### config.mk
export PLATFORM = sky130hd
export DESIGN_NAME = osc_trim_ctrl
export DESIGN_NICKNAME = d
export VERILOG_FILES = /design/src/rtl/osc_trim_pkg.sv /design/src/rtl/trim_sync_front.sv /design/src/rtl/trim_window_cnt.sv /design/src/rtl/trim_adjust.sv /design/src/rtl/osc_trim_ctrl.sv
export SDC_FILE = /design/constraint.sdc
export NUM_CORES = 1
export LEC_CHECK = 0
export BUFFER_PORTS_ARGS = -buffer_cell sky130_fd_sc_hd__buf_4
export CAP_MARGIN = 20
export CORE_ASPECT_RATIO = 1.1
export CORE_MARGIN = 4
export CORE_UTILIZATION = 45
export DETAILED_ROUTE_END_ITERATION = 8
export GPL_TIMING_DRIVEN = 0
export PLACE_DENSITY = 0.78
export SETUP_SLACK_MARGIN = 0.3
export SYNTH_ARGS = -nofsm -noshare
export SYNTH_HDL_FRONTEND = slang
export SYNTH_SLANG_ARGS = --single-unit
### constraint.sdc
create_clock -name clk -period 8.67 [get_ports clk]
set_clock_uncertainty 0.15 [all_clocks]
set_input_delay 0.4335 -clock clk [delete_from_list [all_inputs] [get_ports clk]]
set_output_delay 0.4335 -clock clk [all_outputs]
set_load 0.02 [all_outputs]
### src/rtl/osc_trim_pkg.sv
package osc_trim_pkg;

    localparam int TRIM_W  = 7;
    localparam int CNT_W   = 16;
    localparam int LIM_W   = 8;
    localparam int DIV_W   = 3;
    localparam int NUM_SRC = 4;
    localparam int SEL_W   = $clog2(NUM_SRC);
    localparam int PRE_W   = (1 << DIV_W) - 1;
    localparam int FLAG_W  = 4;
    localparam int IRQ_W   = 3;
    localparam logic [TRIM_W-1:0] TRIM_MAX = {TRIM_W{1'b1}};

    typedef enum logic [SEL_W-1:0] {
        SRC_SOF   = 2'd0,
        SRC_REF1M = 2'd1,
        SRC_LSE   = 2'd2,
        SRC_PIN   = 2'd3
    } sync_src_e;

    typedef enum logic [2:0] {
        CLS_ZERO   = 3'd0,
        CLS_FINE   = 3'd1,
        CLS_COARSE = 3'd2,
        CLS_WARN   = 3'd3,
        CLS_ERR    = 3'd4
    } err_class_e;

    // Result of one measurement window, presented in the cycle of the event.
    typedef struct packed {
        logic             valid;
        logic             fast;
        logic [CNT_W-1:0] mag;
    } window_t;

    // Bit order: miss = 3, err = 2, warn = 1, ok = 0.
    typedef struct packed {
        logic miss;
        logic err;
        logic warn;
        logic ok;
    } flags_t;

    function automatic err_class_e classify(
        input logic [CNT_W-1:0] mag,
        input logic [LIM_W-1:0] fine,
        input logic [LIM_W-1:0] warn,
        input logic [LIM_W-1:0] err
    );
        if (mag == '0)                    return CLS_ZERO;
        else if (mag <= CNT_W'(fine))     return CLS_FINE;
        else if (mag <= CNT_W'(warn))     return CLS_COARSE;
        else if (mag <= CNT_W'(err))      return CLS_WARN;
        else                              return CLS_ERR;
    endfunction

    function automatic logic [1:0] class_step(input err_class_e cls);
        case (cls)
            CLS_FINE:             return 2'd1;
            CLS_COARSE, CLS_WARN: return 2'd2;
            default:              return 2'd0;
        endcase
    endfunction

    function automatic logic [TRIM_W-1:0] sat_step(
        input logic [TRIM_W-1:0] cur,
        input logic [1:0]        step,
        input logic              down
    );
        logic [TRIM_W:0] wide;
        if (down) begin
            if (cur < TRIM_W'(step)) return '0;
            return cur - TRIM_W'(step);
        end
        wide = {1'b0, cur} + (TRIM_W+1)'(step);
        if (wide > {1'b0, TRIM_MAX}) return TRIM_MAX;
        return wide[TRIM_W-1:0];
    endfunction

endpackage

### src/rtl/trim_sync_front.sv
module trim_sync_front
    import osc_trim_pkg::*;
(
    input  logic               clk,
    input  logic               rst,
    input  logic               en_i,
    input  logic               clr_i,
    input  logic [NUM_SRC-1:0] lines_i,
    input  logic [SEL_W-1:0]   sel_i,
    input  logic               pol_i,
    input  logic [DIV_W-1:0]   div_i,
    output logic               evt_o
);

    logic [NUM_SRC-1:0] synced;

    // Two-flop synchronizer on every candidate sync line.
    for (genvar i = 0; i < NUM_SRC; i++) begin : g_sync
        logic [1:0] sr_q;
        always_ff @(posedge clk) begin
            if (rst) sr_q <= '0;
            else     sr_q <= {sr_q[0], lines_i[i]};
        end
        assign synced[i] = sr_q[1];
    end

    logic cur_lvl;
    logic prev_q;
    logic edge_hit;
    assign cur_lvl  = synced[sel_i];
    assign edge_hit = pol_i ? (prev_q & ~cur_lvl) : (cur_lvl & ~prev_q);

    always_ff @(posedge clk) begin
        if (rst) prev_q <= 1'b0;
        else     prev_q <= cur_lvl;
    end

    // Power-of-two prescaler: accept the edge that completes a group.
    logic [PRE_W-1:0] pre_q;
    logic [PRE_W-1:0] pre_mask;
    assign pre_mask = ~({PRE_W{1'b1}} << div_i);
    assign evt_o    = en_i && !clr_i && edge_hit && ((pre_q & pre_mask) == pre_mask);

    always_ff @(posedge clk) begin
        if (rst || !en_i || clr_i) pre_q <= '0;
        else if (edge_hit)         pre_q <= pre_q + 1'b1;
    end

endmodule

### src/rtl/trim_window_cnt.sv
module trim_window_cnt
    import osc_trim_pkg::*;
(
    input  logic             clk,
    input  logic             rst,
    input  logic             en_i,
    input  logic             clr_i,
    input  logic             evt_i,
    input  logic             tick_i,
    input  logic [CNT_W-1:0] reload_i,
    input  logic [LIM_W-1:0] err_lim_i,
    output window_t          win_o,
    output logic             miss_o
);

    logic [CNT_W-1:0] cnt_q;
    logic             passed_q;
    logic             armed_q;
    logic             frozen_q;

    logic run;
    logic at_bound;
    assign run      = en_i && !clr_i && armed_q && !frozen_q;
    assign at_bound = passed_q && (cnt_q >= CNT_W'(err_lim_i));
    assign miss_o   = run && !evt_i && tick_i && at_bound;

    // cnt_q holds the distance from the expected count; passed_q its sign.
    assign win_o.valid = run && evt_i;
    assign win_o.fast  = passed_q;
    assign win_o.mag   = cnt_q;

    always_ff @(posedge clk) begin
        if (rst || !en_i || clr_i) begin
            cnt_q    <= '0;
            passed_q <= 1'b0;
            armed_q  <= 1'b0;
            frozen_q <= 1'b0;
        end else if (evt_i) begin
            cnt_q    <= reload_i;
            passed_q <= 1'b0;
            armed_q  <= 1'b1;
            frozen_q <= 1'b0;
        end else if (run && tick_i) begin
            if (!passed_q) begin
                if (cnt_q == '0) begin
                    passed_q <= 1'b1;
                    cnt_q    <= CNT_W'(1);
                end else begin
                    cnt_q <= cnt_q - 1'b1;
                end
            end else if (at_bound) begin
                frozen_q <= 1'b1;
            end else begin
                cnt_q <= cnt_q + 1'b1;
            end
        end
    end

endmodule

### src/rtl/trim_adjust.sv
module trim_adjust
    import osc_trim_pkg::*;
(
    input  logic              clk,
    input  logic              rst,
    input  logic              clr_i,
    input  logic [TRIM_W-1:0] factory_i,
    input  logic              auto_i,
    input  logic              sw_wr_i,
    input  logic [TRIM_W-1:0] sw_val_i,
    input  window_t           win_i,
    input  logic [LIM_W-1:0]  fine_i,
    input  logic [LIM_W-1:0]  warn_i,
    input  logic [LIM_W-1:0]  err_i,
    output logic [TRIM_W-1:0] trim_o,
    output err_class_e        cls_o
);

    logic [1:0]        step;
    logic [TRIM_W-1:0] stepped;

    assign cls_o   = classify(win_i.mag, fine_i, warn_i, err_i);
    assign step    = class_step(cls_o);
    assign stepped = sat_step(trim_o, step, win_i.fast);

    always_ff @(posedge clk) begin
        if (rst || clr_i)              trim_o <= factory_i;
        else if (!auto_i && sw_wr_i)   trim_o <= sw_val_i;
        else if (auto_i && win_i.valid) trim_o <= stepped;
    end

endmodule

### src/rtl/osc_trim_ctrl.sv
module osc_trim_ctrl
    import osc_trim_pkg::*;
(
    input  logic               clk,
    input  logic               rst,
    input  logic               standby_exit,
    input  logic               osc_tick,
    input  logic               sync_sof,
    input  logic               sync_ref1m,
    input  logic               sync_lse,
    input  logic               sync_pin,
    input  logic               cal_en,
    input  logic               auto_en,
    input  logic [SEL_W-1:0]   src_sel,
    input  logic               sync_pol,
    input  logic [DIV_W-1:0]   sync_div,
    input  logic [CNT_W-1:0]   reload_val,
    input  logic [LIM_W-1:0]   fine_lim,
    input  logic [LIM_W-1:0]   warn_lim,
    input  logic [LIM_W-1:0]   err_lim,
    input  logic [TRIM_W-1:0]  factory_trim,
    input  logic               sw_trim_wr,
    input  logic [TRIM_W-1:0]  sw_trim_val,
    input  logic [FLAG_W-1:0]  flag_clr,
    input  logic [IRQ_W-1:0]   irq_en,
    output logic [TRIM_W-1:0]  trim_code,
    output logic [FLAG_W-1:0]  status_flags,
    output logic               dir_fast,
    output logic               irq
);

    logic       evt;
    window_t    win;
    logic       miss_pulse;
    err_class_e cls;
    logic       win_valid;
    logic       win_fast;

    trim_sync_front u_front (
        .clk     (clk),
        .rst     (rst),
        .en_i    (cal_en),
        .clr_i   (standby_exit),
        .lines_i ({sync_pin, sync_lse, sync_ref1m, sync_sof}),
        .sel_i   (src_sel),
        .pol_i   (sync_pol),
        .div_i   (sync_div),
        .evt_o   (evt)
    );

    trim_window_cnt u_window (
        .clk       (clk),
        .rst       (rst),
        .en_i      (cal_en),
        .clr_i     (standby_exit),
        .evt_i     (evt),
        .tick_i    (osc_tick),
        .reload_i  (reload_val),
        .err_lim_i (err_lim),
        .win_o     (win),
        .miss_o    (miss_pulse)
    );

    trim_adjust u_adjust (
        .clk       (clk),
        .rst       (rst),
        .clr_i     (standby_exit),
        .factory_i (factory_trim),
        .auto_i    (auto_en),
        .sw_wr_i   (sw_trim_wr),
        .sw_val_i  (sw_trim_val),
        .win_i     (win),
        .fine_i    (fine_lim),
        .warn_i    (warn_lim),
        .err_i     (err_lim),
        .trim_o    (trim_code),
        .cls_o     (cls)
    );

    assign win_valid = win.valid;
    assign win_fast  = win.fast;

    flags_t flags_q;
    flags_t flags_set;

    always_comb begin
        flags_set      = '0;
        flags_set.ok   = win_valid && (cls == CLS_ZERO || cls == CLS_FINE || cls == CLS_COARSE);
        flags_set.warn = win_valid && (cls == CLS_WARN);
        flags_set.err  = (win_valid && (cls == CLS_ERR)) || miss_pulse;
        flags_set.miss = miss_pulse;
    end

    always_ff @(posedge clk) begin
        if (rst) flags_q <= '0;
        else     flags_q <= flags_t'((FLAG_W'(flags_q) & ~flag_clr) | FLAG_W'(flags_set));
    end

    always_ff @(posedge clk) begin
        if (rst)            dir_fast <= 1'b0;
        else if (win_valid) dir_fast <= win_fast;
    end

    assign status_flags = FLAG_W'(flags_q);
    assign irq          = |(status_flags[IRQ_W-1:0] & irq_en);

endmodule

[Yosys cells after proc, flatten, opt, wreduce, memory -nomap -nowiden]
Index checks and enable logic that the tools add are counted.
Word-level totals
  bits in registers: 47
  input port bits: 78
  output and inout bits: 13
Operators by class
  bitwise logic cells: 10
  shift-type cells: 1
  eq/ne operators: 6
  reductions and logical operators: 36
  magnitude comparators: 7
  mux-type cells: 29
  add/subtract/negate cells: 5
Operators with widths (number)
  16-bit 2-to-1 mux: 5
  7-bit 2-to-1 mux: 9
  16-bit by 8-bit <= comparator with 1-bit output: 3
  16-bit by 1-bit adder with 16-bit output, second input constant: 1
  16-bit by 8-bit >= comparator with 1-bit output: 1
  1-bit logical AND: 16
  16-bit logical NOT: 1
  16-bit by 1-bit subtractor with 16-bit output, second input constant: 1
  3-bit 2-to-1 mux: 4
  1-bit 2-to-1 mux: 9
  7-bit by 2-bit adder with 8-bit output: 1
  8-bit by 7-bit greater-than comparator with 1-bit output, second input constant: 1
  7-bit by 1-bit adder with 7-bit output, second input constant: 1
  7-bit AND: 1
  7-bit == test: 1
  7-bit by 2-bit < comparator with 1-bit output: 1
  7-bit inverter: 1
  7-bit by 3-bit << shifter with 7-bit output, first input constant: 1
  7-bit by 2-bit subtractor with 7-bit output: 1
  3-bit by 2-bit == test with 1-bit output, second input constant: 2
  1-bit logical OR: 6
  1-bit logical NOT: 5
  4-bit AND: 1
  4-bit inverter: 1
  other kinds (17): 20

[Logic depth before layout (Yosys ltp)]
Gate-level depths: netlist of run 1.
  depth after elaboration: 19
  mapped depth: 17
  mapped depth without buffers: 17

[Modules after synthesis]
From an unflattened synthesis of run 1, not the netlist that was laid out.
Unflattened totals
  cell total of the unflattened synthesis: 548
  area total of the unflattened synthesis: 4255.3 µm²
Modules (own cells, without submodules)
  trim_window_cnt: area an instance 1920.6 µm², sequential area each 380.4 µm², cells an instance 266, times used 1
  trim_adjust: area an instance 1471.4 µm², sequential area each 210.2 µm², cells an instance 190, times used 1
  trim_sync_front: area an instance 649.4 µm², sequential area each 320.3 µm², cells an instance 68, times used 1
  osc_trim_ctrl: area an instance 214.0 µm², sequential area each 100.1 µm², cells an instance 24, times used 1

[Worst setup path after synthesis of run 1]
No wires, ideal clock.
  path type: input-to-reg
  start: in fine_lim[1]
  end: reg u_adjust.trim_o[6], data pin
  setup slack: 5043 ps
  path buffers: 0
  data required time: 8368 ps
  arrival time: 3325 ps
  stages on the path: 16
  path through: inv_1 ha_1 nor2b_1 o211ai_1 a21oi_1 o22ai_1 nor3b_1 ha_1 inv_1 fa_1 nor2_1 nand2_1 or4b_2 a31oi_1 o22ai_1 o21ai_0
On the way
  cells in the longest elaborated chain, start to end: 17
  elaborated cells on any way between the ends: 24
  classes of those cells: add/sub (2); order compare (3); eq/ne (3); mux (15); reduce/logical (1)
RTL lines
  start, declared: RTL line osc_trim_ctrl.sv:18  | input logic [LIM_W-1:0] fine_lim,
  16-bit by 8-bit <= comparator with 1-bit output (*): RTL line osc_trim_pkg.sv:51  | else if (mag <= CNT_W'(fine)) return CLS_FINE;
  3-bit 2-to-1 mux (*): RTL line osc_trim_pkg.sv:51
  3-bit 2-to-1 mux (*): RTL line osc_trim_pkg.sv:50  | if (mag == '0) return CLS_ZERO;
  3-bit by 2-bit == test with 1-bit output: RTL line osc_trim_pkg.sv:58  | case (cls)
  2-bit OR reduction: RTL line osc_trim_pkg.sv:58
  2-bit one-hot mux with 2 select lines (*): RTL line osc_trim_pkg.sv:58
  branches (longest 7 deep; another with 7-bit by 2-bit adder with 8-bit output)
  7-bit 2-to-1 mux (*): RTL line osc_trim_pkg.sv:75  | wide = {1'b0, cur} + (TRIM_W+1)'(step);
  7-bit 2-to-1 mux (*): RTL line trim_adjust.sv:29  | else if (auto_i && win_i.valid) trim_o <= stepped;
  7-bit 2-to-1 mux (*): RTL line trim_adjust.sv:28  | else if (!auto_i && sw_wr_i) trim_o <= sw_val_i;
  7-bit 2-to-1 mux (*): RTL line trim_adjust.sv:27  | if (rst || clr_i) trim_o <= factory_i;
  end signal, assigned: RTL line trim_adjust.sv:27
  end signal, assigned: RTL line trim_adjust.sv:28
  end signal, assigned: RTL line trim_adjust.sv:29
  end, declared: RTL line trim_adjust.sv:15  | output logic [TRIM_W-1:0] trim_o,
Mark *: on every way between the ends. The select of a mux whose other input is x is not followed.
A chain may end at the register's enable or synchronous reset.

[Final worst setup path of run 1]
  start: reg u_window.cnt_q[1]
  end: reg u_adjust.trim_o[6], data pin
On the way
  cells in the longest elaborated chain, start to end: 19
  elaborated cells on any way between the ends: 29
  classes of those cells: add/sub (2); order compare (5); eq/ne (3); mux (17); reduce/logical (2)
RTL lines
  start, declared: RTL line trim_window_cnt.sv:16  | logic [CNT_W-1:0] cnt_q;
  start signal, assigned: RTL line trim_window_cnt.sv:39  | cnt_q <= reload_i;
  start signal, assigned: RTL line trim_window_cnt.sv:49  | cnt_q <= cnt_q - 1'b1;
  start signal, assigned: RTL line trim_window_cnt.sv:54  | cnt_q <= cnt_q + 1'b1;
  16-bit by 8-bit <= comparator with 1-bit output: RTL line osc_trim_pkg.sv:53  | else if (mag <= CNT_W'(err)) return CLS_WARN;
  3-bit 2-to-1 mux: RTL line osc_trim_pkg.sv:53
  3-bit 2-to-1 mux: RTL line osc_trim_pkg.sv:52  | else if (mag <= CNT_W'(warn)) return CLS_COARSE;
  3-bit 2-to-1 mux: RTL line osc_trim_pkg.sv:51
  3-bit 2-to-1 mux (*): RTL line osc_trim_pkg.sv:50
  3-bit by 2-bit == test with 1-bit output: RTL line osc_trim_pkg.sv:58
  2-bit OR reduction: RTL line osc_trim_pkg.sv:58
  2-bit one-hot mux with 2 select lines (*): RTL line osc_trim_pkg.sv:58
  branches (longest 7 deep; another with 7-bit by 2-bit adder with 8-bit output)
  7-bit 2-to-1 mux (*): RTL line osc_trim_pkg.sv:75
  7-bit 2-to-1 mux (*): RTL line trim_adjust.sv:29
  7-bit 2-to-1 mux (*): RTL line trim_adjust.sv:28
  7-bit 2-to-1 mux (*): RTL line trim_adjust.sv:27
Marked as above.

==> flow_summary.toml, run 1 <==
[placed_design]
dp_hpwl_mm = 8.447
place_ws_ns = 4.408
gp_congestion = 0.9637
placed_cells = 684
numPortBuffers = 90

[synth]
syn-mean-instance-area_sq_um = 7.574
yosys.area.top_type_share_pct = 21.75
ys_ff_latch = 47
synth_cell_types = 63
synth_edf_count = 7
synthCells = 486
synth-main-ff-cell = "dfxtp_1"
syn-cell-area_sq_mm = 0.003681
yosysSeqAreaShare_pct = 27.46
synth_top_area_cell = "dfxtp_1"
yosysWarnings = 0
synthArstFlopShare_pct = 0
synth_fp_nets = 597
ys_top_cells_by_area = "dfxtp_1, ha_1, edfxtp_1, o21ai_0, a21oi_1"

[setup_path]
timing.rr.start = "u_window.cnt_q[1]$_SDFFE_PP0P_"
r2r_slack_ns = 4.33
r2r.worst_path.cells = 15
cp-end-kind = "flop"
worstPathMaxFanout = 10
critPathLaunchType = "flop"
crit_type = "reg -> reg"
required_ns = 8.67
arrival_ns = 4.33
worstReg2RegEnd = "u_adjust.trim_o[6]$_DFFE_PP_"

[power]
seqPwrFrac_pct = 49.8
power.share.switching_pct = 28.60
pwr-share-clk_pct = 33.0
internal_power_w = 0.0003330
p_leak_nw = 1.918
combPwrFrac_pct = 17.2
powerDensity_mw_per_mm2 = 101.6
switchingPower_w = 0.0001334
peakVddDrop_uv = 66.64

[min_path]
min_path_cells = 3
hold_path_end = "u_window.cnt_q[8]$_SDFFE_PP0P_"
min_from = "reload_val[8]"
hp-class = "in -> reg"

[clock_network]
clock_sinks = 47
ctsHoldBuffers = 0
ctsRootBufferMaster = "clkbuf_8"
cts_resized = 0
postCtsSetupBuffers = 0
h-tree-depth = 2
cts_buffers = 5
cts_tree = "yes"
clockBufferDepth = 2
clk_latency_ns = 0.32
clkTransAtPathRegs_ns = 0.11

[global_route]
grt_pass1_vias = 3809
grt_pass1_wl_mm = 17.53
grt-ovfl-total = 0
grt_max_degree = 19
track_usage_pct = 22.45
antenna_found_initial = 0

[floorplan]
die-area_sq_mm = 0.009693
fp.dieH_um = 102.9
die_w_um = 94.24
ios = 91
start_util_pct = 46.27
core_sq_mm = 0.007955
num_rows = 34

[sta]
period_needed_ns = 4.336
fin_crit_sh_pct = 50.01
relSlewSlack_pct = 50.86
tns_ns = 0
holdWs_ns = 0.1592
rsz0062_at_grt = "no"
setup_violations = 0
slew_violations = 0
fin_ws_ns = 4.334
tightestPinTransition_ns = 0.7303
max_freq_mhz = 230.6
report.final.hold_viol_count = 0

[outcome]
outcome = "finished clean"

[run]
maxCapViolations = 0

[route]
first_pass_iters = 5
ant_nets = 0
dr_total_vias = 3986
wl_per_cell_um = 15.42
drc = 0
via_per_inst = 5.760
drt_wl_total_mm = 10.67
drt_iter0_markers = 257

[layout]
layout-drive-gt1-share_pct = 19.35
syn_to_final_growth_pct = 24.74
nNetsFinal = 694
insertedDiodeCount = 0
stdcell_count = 692
## sequential cells by signal, summed over array words and instances, names as in the netlist
register / count
dir_fast: 1
status_flags: 4
u_adjust.trim_o: 7
u_front.g_sync.sr_q: 8
u_front.pre_q: 7
u_front.prev_q: 1
u_window.armed_q: 1
u_window.cnt_q: 16
u_window.frozen_q: 1
u_window.passed_q: 1
## cell type report
type                            instances  area [sq um]
Fill cell                             731          3363
Clock inverter                          3         31.28
Multi-Input combinational cell        384          2461
Sequential cell                        47          1011
Buffer                                 23         88.84
Timing Repair Buffer                   90         675.6
Clock buffer                            5         68.82
Inverter                               32         120.1
Tap cell                              108         135.1
## critical path: stages (launching register included)
cell      delay, ns
dfxtp_1        0.57
ha_1           0.32
nor2b_1        0.14
o211ai_1       0.15
a21oi_1        0.08
o22ai_1        0.25
nor3b_1        0.38
ha_1           0.26
inv_1          0.06
fa_1           0.40
nor2_1         0.15
nand2_1        0.10
or4b_2         0.62
a31oi_1        0.22
o22ai_1        0.09
o21ai_0        0.23
## cell usage after synthesis (3+ instances only)
cell / count
nor4_1: 4
or4_1: 5
inv_1: 32
nand3_1: 15
nor2_1: 44
a21oi_1: 38
o22ai_1: 6
o21ai_0: 40
nor3_1: 7
nor2b_1: 19
a211oi_1: 5
xnor2_1: 3
nand3b_1: 3
o31ai_1: 11
nand2b_1: 10
nor3b_1: 3
or2_2: 4
a31oi_1: 9
edfxtp_1: 7
clkbuf_1: 20
o211ai_1: 5
xor2_1: 7
and3_1: 6
ha_1: 31
dfxtp_1: 40
nand4_1: 10
and2_1: 6
nand2_1: 50
## cell families after synthesis
logic type               after synthesis  share of synthesized area, %
AO/OA/AOI/OAI                        140                         23.66
XOR/XNOR                              10                         2.379
adder cells (fa/ha/maj)               33                         11.62
buffers and inverters                 55                         5.676
flip-flops                            47                         27.46
multiplexers                           4                         1.462
AND/OR/NAND/NOR                      197                         27.74
## metal layers
| layer | vias to the layer above | wire [um] | GRT usage [%] | share of wire, % |
|---|---|---|---|---|
| li1 | 1955 | - | - | - |
| met1 | 1849 | 4583 | 28.32 | 43 |
| met2 | 150 | 5152 | 38.70 | 48 |
| met3 | 32 | 611 | 2.993 | 5.7 |
| met4 | 0 | 322 | 9.222 | 3.0 |
| met5 | - | 0 | 0 | 0 |
## how the worst max path moves through the flow
stage,cells past startpoint,to,startpoint
after floorplan,16,u_adjust.trim_o[6]$_DFFE_PP_,fine_lim[1]
after global placement,15,u_adjust.trim_o[6]$_DFFE_PP_,u_window.cnt_q[1]$_SDFFE_PP0P_
after detailed placement,15,u_adjust.trim_o[6]$_DFFE_PP_,u_window.cnt_q[1]$_SDFFE_PP0P_
after CTS,15,u_adjust.trim_o[6]$_DFFE_PP_,u_window.cnt_q[1]$_SDFFE_PP0P_
after global routing,15,u_adjust.trim_o[6]$_DFFE_PP_,u_window.cnt_q[1]$_SDFFE_PP0P_
final,15,u_adjust.trim_o[6]$_DFFE_PP_,u_window.cnt_q[1]$_SDFFE_PP0P_
## power groups by stage
stage	combinational, W	sequential, W	clock, W
CTS	0.0000802	0.000232	0.000156
global route	0.0000895	0.000233	0.000163
global placement	0.0000778	0.000237	0
floorplan	0.0000344	0.000240	0
detailed placement	0.0000800	0.000237	0
finish	0.0000800	0.000232	0.000154
## cells in the final DEF (no fill, tap or decap), types with 7 or more instances in the layout
cell	synthesis	layout
nand4_1	10	10
dfxtp_1	40	40
buf_4	0	90
nand3_1	15	15
nand2b_1	10	10
edfxtp_1	7	7
xor2_1	7	7
nor2_1	44	44
inv_1	32	32
nor3_1	7	7
nor2b_1	19	19
ha_1	31	31
o31ai_1	11	11
o21ai_0	40	40
a21oi_1	38	38
a31oi_1	9	9
clkbuf_1	20	20
nand2_1	50	50
## stage by stage
stage | cell area, sq um | power (W) | utilization, %
2_1_floorplan | 3681 | 0.0002745 | -
3_3_place_gp | 4492 | 0.0003147 | 56.46
3_5_place_dp | 4492 | 0.0003173 | 56.46
4_1_cts | 4592 | 0.0004680 | 57.72
5_1_grt | 4592 | 0.0004857 | 57.72
6_report | 4592 | 0.0004663 | 57.72
No activity file was read; power rests on OpenSTA's default activity.
==> run 2: changes to the inputs <==
--- a/config.mk
+++ b/config.mk
@@ -12,7 +12,7 @@
 export CORE_UTILIZATION = 45
 export DETAILED_ROUTE_END_ITERATION = 8
 export GPL_TIMING_DRIVEN = 0
-export PLACE_DENSITY = 0.78
+export PLACE_DENSITY = 0.81
 export SETUP_SLACK_MARGIN = 0.3
 export SYNTH_ARGS = -nofsm -noshare
 export SYNTH_HDL_FRONTEND = slang
==> constraint.sdc (replaced) <==
create_clock -name clk -period 3.6 [get_ports clk]
set_clock_uncertainty 0.15 [all_clocks]
set_input_delay 0.18 -clock clk [delete_from_list [all_inputs] [get_ports clk]]
set_output_delay 0.18 -clock clk [all_outputs]
set_load 0.02 [all_outputs]
==> flow_summary.toml, run 2 (same netlist as run 1, synthesis figures left out) <==
[layout]
layout-drive-gt1-share_pct = 27.51
final_cell_mix = "buf_4, nand2_1, nor2_1"
stdcell_count = 726
nNetsFinal = 728
final_cell_area_sq_mm = 0.005152
layout.cells.most_common = "buf_4"
largest_register = "u_window.cnt_q"
insertedDiodeCount = 0
largest_register_ff_count = 16
largestRegisters = "u_window.cnt_q: 16 flops, u_front.g_sync.sr_q: 8 flops"
syn_to_final_growth_pct = 39.97

[setup_path]
cp-end-kind = "flop"
required_ns = 3.51
timing.rr.start = "u_window.cnt_q[12]$_SDFFE_PP0P_"
worstReg2RegEnd = "u_adjust.trim_o[4]$_DFFE_PP_"
worstPathMaxFanout = 4
r2r_slack_ns = 0.06
arrival_ns = 3.45
critPathLaunchType = "flop"
crit_type = "reg -> reg"
crit_path_start = "u_window.cnt_q[12]$_SDFFE_PP0P_"
r2r.worst_path.cells = 12

[global_route]
grt_pass1_wl_mm = 18.93
grt_pass1_vias = 4107
grt_max_degree = 17
track_usage_pct = 24.36
antenna_found_initial = 0
grt-ovfl-total = 0

[floorplan]
die-area_sq_mm = 0.009693
start_util_pct = 46.27
die_w_um = 94.24
fp.dieH_um = 102.9
num_rows = 34
core_sq_mm = 0.007955
ios = 91

[sta]
relSlewSlack_pct = 50.40
period_needed_ns = 3.540
max_freq_mhz = 282.5
holdWs_ns = 0.005849
rsz0062_at_grt = "yes"
report.final.hold_viol_count = 0
setup_violations = 0
fin_ws_ns = 0.06038
slew_violations = 0
tightestPinTransition_ns = 0.7413
fin_crit_sh_pct = 98.32

[clock_network]
clock_sinks = 47
clk_latency_ns = 0.31
clkTransAtPathRegs_ns = 0.10
clockBufferDepth = 2
h-tree-depth = 2
cts_buffers = 5
cts_tree = "yes"
ctsRootBufferMaster = "clkbuf_8"

[route]
wl_per_cell_um = 16.39
drt_iter0_markers = 378
dr_total_vias = 4208
ant_nets = 0
drt_wl_total_mm = 11.90
first_pass_iters = 5
drc = 0
via_per_inst = 5.796

[placed_design]
gp_congestion = 0.9792
placed_cells = 684
dp_hpwl_mm = 8.648
place_ws_ns = -0.2518
dpl-instance-area_sq_mm = 0.004539
numPortBuffers = 90

[min_path]
min_path_cells = 3
hp-class = "in -> reg"
hold_path_end = "u_adjust.trim_o[6]$_DFFE_PP_"
min_from = "factory_trim[6]"

[power]
finalPower_w = 0.001166
peakVddDrop_uv = 211.7
p_leak_nw = 2.132
powerDensity_mw_per_mm2 = 226.3

[run]
maxCapViolations = 0

[outcome]
outcome = "finished clean"
[run 2: area by class of cell]
class / instances / area [sq um]
Sequential cell: 47 / 1031
Inverter: 32 / 122.6
Fill cell: 671 / 2803
Buffer: 23 / 90.09
Clock buffer: 6 / 93.84
Multi-Input combinational cell: 384 / 2685
Tap cell: 108 / 135.1
Clock inverter: 2 / 16.27
Timing Repair Buffer: 124 / 978.4
[run 2: worst max path at each step]
stage                                              end  slack [ns]
after floorplan           u_adjust.trim_o[4]$_DFFE_PP_        0.33
after global placement    u_adjust.trim_o[4]$_DFFE_PP_       -0.23
after detailed placement  u_adjust.trim_o[4]$_DFFE_PP_       -0.25
after CTS                 u_adjust.trim_o[6]$_DFFE_PP_        0.12
after global routing      u_adjust.trim_o[6]$_DFFE_PP_       -0.08
final                     u_adjust.trim_o[4]$_DFFE_PP_        0.06
[run 2: power by group]
group	internal [W]	total [W]	switching, W
Sequential	0.000544	0.000558	0.0000141
Combinational	0.000127	0.000230	0.000104
Clock	0.000182	0.000377	0.000196
[run 2: timing repair]
item,4_1_cts,5_1_grt
endpoints found under the setup margin,7,10
hold buffers,19,0
buffers inserted,9,6
endpoints found under the hold margin,21,0
gates resized for setup,28,24
pin swaps,11,11
[run 2: stage by stage]
stage	TNS [ns]	utilization (%)
2_1_floorplan	0	-
3_3_place_gp	-0.5734	57.06
3_5_place_dp	-0.7279	57.06
4_1_cts	0	62.99
5_1_grt	-0.1466	64.77
6_report	0	64.77
[run 2: critical path: stages, from the launching register on]
cell and delay (ns):
dfxtp_4 0.35, or4_4 0.59, or2_4 0.31, o31ai_4 0.20, a21o_1 0.16, nand2_4 0.09, fa_2 0.42, buf_4 0.16
o31ai_1 0.28, a21oi_1 0.13, a211o_1 0.30, o21ai_0 0.08, o21ai_0 0.09
[run 2: routing by layer]
metal  GRT usage [%]  wire length (um)  up-vias
li1                -                 -     2027
met1           29.85              4877     1941
met2           43.34              5876      210
met4           8.889               306        0
met3           3.650               839       30
met5               0                 0        -
==> run 3: changes to the inputs <==
--- a/config.mk
+++ b/config.mk
@@ -12,7 +12,7 @@
 export CORE_UTILIZATION = 45
 export DETAILED_ROUTE_END_ITERATION = 8
 export GPL_TIMING_DRIVEN = 0
-export PLACE_DENSITY = 0.81
+export PLACE_DENSITY = 0.72
 export SETUP_SLACK_MARGIN = 0.3
 export SYNTH_ARGS = -nofsm -noshare
 export SYNTH_HDL_FRONTEND = slang
==> flow_summary.toml, run 3 (same netlist as run 1, synthesis figures left out) <==
[run]
maxCapViolations = 0

[setup_path]
crit_chain = "or4_4, or2_4, o31ai_4, a21o_1, nand2_2, fa_2, nor2_2, nand2_2, or4b_4, a31oi_4, o22ai_2, o21ai_1"
timing.rr.start = "u_window.cnt_q[12]$_SDFFE_PP0P_"
critical-path-max-stage-delay_ns = 0.57
crit_type = "reg -> reg"
worstPathMaxFanout = 8
r2r_slack_ns = 0.10
cp-end-kind = "flop"
critPathBufInv = 0
r2r.worst_path.cells = 12
worstReg2RegEnd = "u_adjust.trim_o[6]$_DFFE_PP_"
cp_slowest_cell = "or4_4"
cp.depth = 12
required_ns = 3.63
critPathLaunchType = "flop"
arrival_ns = 3.53
critPathTopFamily = "simple AND/OR/NAND/NOR gates"
crit_path_frequent_cell = "nand2_2"

[layout]
insertedDiodeCount = 0
final_cell_area_sq_mm = 0.005096
largest_register_ff_count = 16
nNetsFinal = 724
syn_to_final_growth_pct = 38.44
largest_register = "u_window.cnt_q"
final_cell_mix = "buf_4, nand2_1, nor2_1"
largestRegisters = "u_window.cnt_q: 16 flops, u_front.g_sync.sr_q: 8 flops"
fill_cells = 708
layout.cells.most_common = "buf_4"
layout-drive-gt1-share_pct = 26.22

[sta]
fin_crit_sh_pct = 97.19
tns_ns = 0
tightestPinTransition_ns = 0.6685
report.final.hold_viol_count = 0
slew_violations = 0
relSlewSlack_pct = 55.09
period_needed_ns = 3.499
rsz0062_at_grt = "yes"
max_freq_mhz = 285.8
setup_violations = 0

[clock_network]
clock_sinks = 47
ctsRootBufferMaster = "clkbuf_8"
clk_latency_ns = 0.31
h-tree-depth = 2
cts_buffers = 5
cts_tree = "yes"
clockBufferDepth = 2
clkTransAtPathRegs_ns = 0.11

[floorplan]
ios = 91
die-area_sq_mm = 0.009693
die_w_um = 94.24
num_rows = 34
fp.dieH_um = 102.9
core_sq_mm = 0.007955
start_util_pct = 46.27

[route]
first_pass_iters = 5
drt_iter0_markers = 365
ant_nets = 0
drc = 0
drt_wl_total_mm = 11.35
wl_per_cell_um = 15.73
dr_total_vias = 4125
via_per_inst = 5.713

[global_route]
grt-ovfl-total = 0
antenna_found_initial = 0
grt_max_degree = 17
grt_pass1_vias = 3985
track_usage_pct = 23.42
grt_pass1_wl_mm = 18.27

[min_path]
hold_path_end = "u_window.cnt_q[14]$_SDFFE_PP0P_"
hp-class = "in -> reg"
min_path_cells = 3
min_from = "reload_val[14]"

[placed_design]
numPortBuffers = 90
dp_hpwl_mm = 8.403
gp_congestion = 0.9871
dpl-instance-area_sq_mm = 0.004539

[power]
finalPower_w = 0.001177
powerDensity_mw_per_mm2 = 231.0
p_leak_nw = 2.104
peakVddDrop_uv = 195.0

[outcome]
outcome = "finished clean"
==> run 3: timing repair <==
action,4_1_cts,5_1_grt
pin swaps,14,11
endpoints found under the setup margin,7,10
hold endpoints to repair,22,0
gates resized for setup,35,12
setup buffers,9,1
hold buffers,20,0
==> run 3: area by class of cell <==
| class | count | area, sq um | area share, % |
|---|---|---|---|
| buffer | 23 | 90.09 | 1.768 |
| timing repair buffer | 120 | 950.9 | 18.66 |
| inverter | 32 | 122.6 | 2.406 |
| multi-input combinational | 384 | 2658 | 52.15 |
| clock inverter | 2 | 17.52 | 0.3437 |
| clock buffer | 6 | 93.84 | 1.841 |
| tap | 108 | 135.1 | 2.652 |
| sequential | 47 | 1028 | 20.18 |
==> run 3: how the worst max path moves through the flow <==
stage                                    start                      endpoint  slack (ns)
2_1_floorplan   u_window.cnt_q[9]$_SDFFE_PP0P_  u_adjust.trim_o[4]$_DFFE_PP_        0.33
3_3_place_gp    u_window.cnt_q[9]$_SDFFE_PP0P_  u_adjust.trim_o[4]$_DFFE_PP_       -0.21
3_5_place_dp    u_window.cnt_q[9]$_SDFFE_PP0P_  u_adjust.trim_o[4]$_DFFE_PP_       -0.28
4_1_cts         u_window.cnt_q[9]$_SDFFE_PP0P_  u_adjust.trim_o[6]$_DFFE_PP_        0.15
5_1_grt         u_window.cnt_q[1]$_SDFFE_PP0P_  u_adjust.trim_o[6]$_DFFE_PP_       -0.03
6_report       u_window.cnt_q[12]$_SDFFE_PP0P_  u_adjust.trim_o[6]$_DFFE_PP_        0.10
==> run 3: power breakdown <==
part / leakage, nW / internal [W] / total (W) / switching [W]
logic: 1.65 / 0.000126 / 0.000228 / 0.000103
registers: 0.402 / 0.000545 / 0.000558 / 0.0000130
clock network: 0.0569 / 0.000183 / 0.000391 / 0.000208
==> run 3: per-layer routing <==
layer  vias up  global-route usage, %  wire, um
met5         -                      0         0
met1      1916                  28.69      4700
met4         0                  7.778       170
li1       2009                      -         -
met2       184                  41.92      5618
met3        16                  3.723       865
==> run 3: worst reg2reg max path, cell delays in order, from the launching register on <==
cell and delay [ns]:
dfxtp_2 0.37, or4_4 0.57, or2_4 0.29, o31ai_4 0.24, a21o_1 0.12, nand2_2 0.10, fa_2 0.39, nor2_2 0.14
nand2_2 0.07, or4b_4 0.51, a31oi_4 0.19, o22ai_2 0.10, o21ai_1 0.14
==> run 3: per-stage QoR <==
step | setup slack (ns) | std cells | hold slack [ns] | utilization, %
finish | 0.1012 | 722 | 0.01963 | 64.06
global route | -0.02772 | 722 | 0.03224 | 64.06
CTS | 0.1523 | 721 | 0.004253 | 63.40
detailed placement | -0.2769 | 684 | 0.2330 | 57.06
global placement | -0.2109 | 684 | 0.2259 | 57.06
floorplan | 0.3337 | 486 | 0.1016 | -
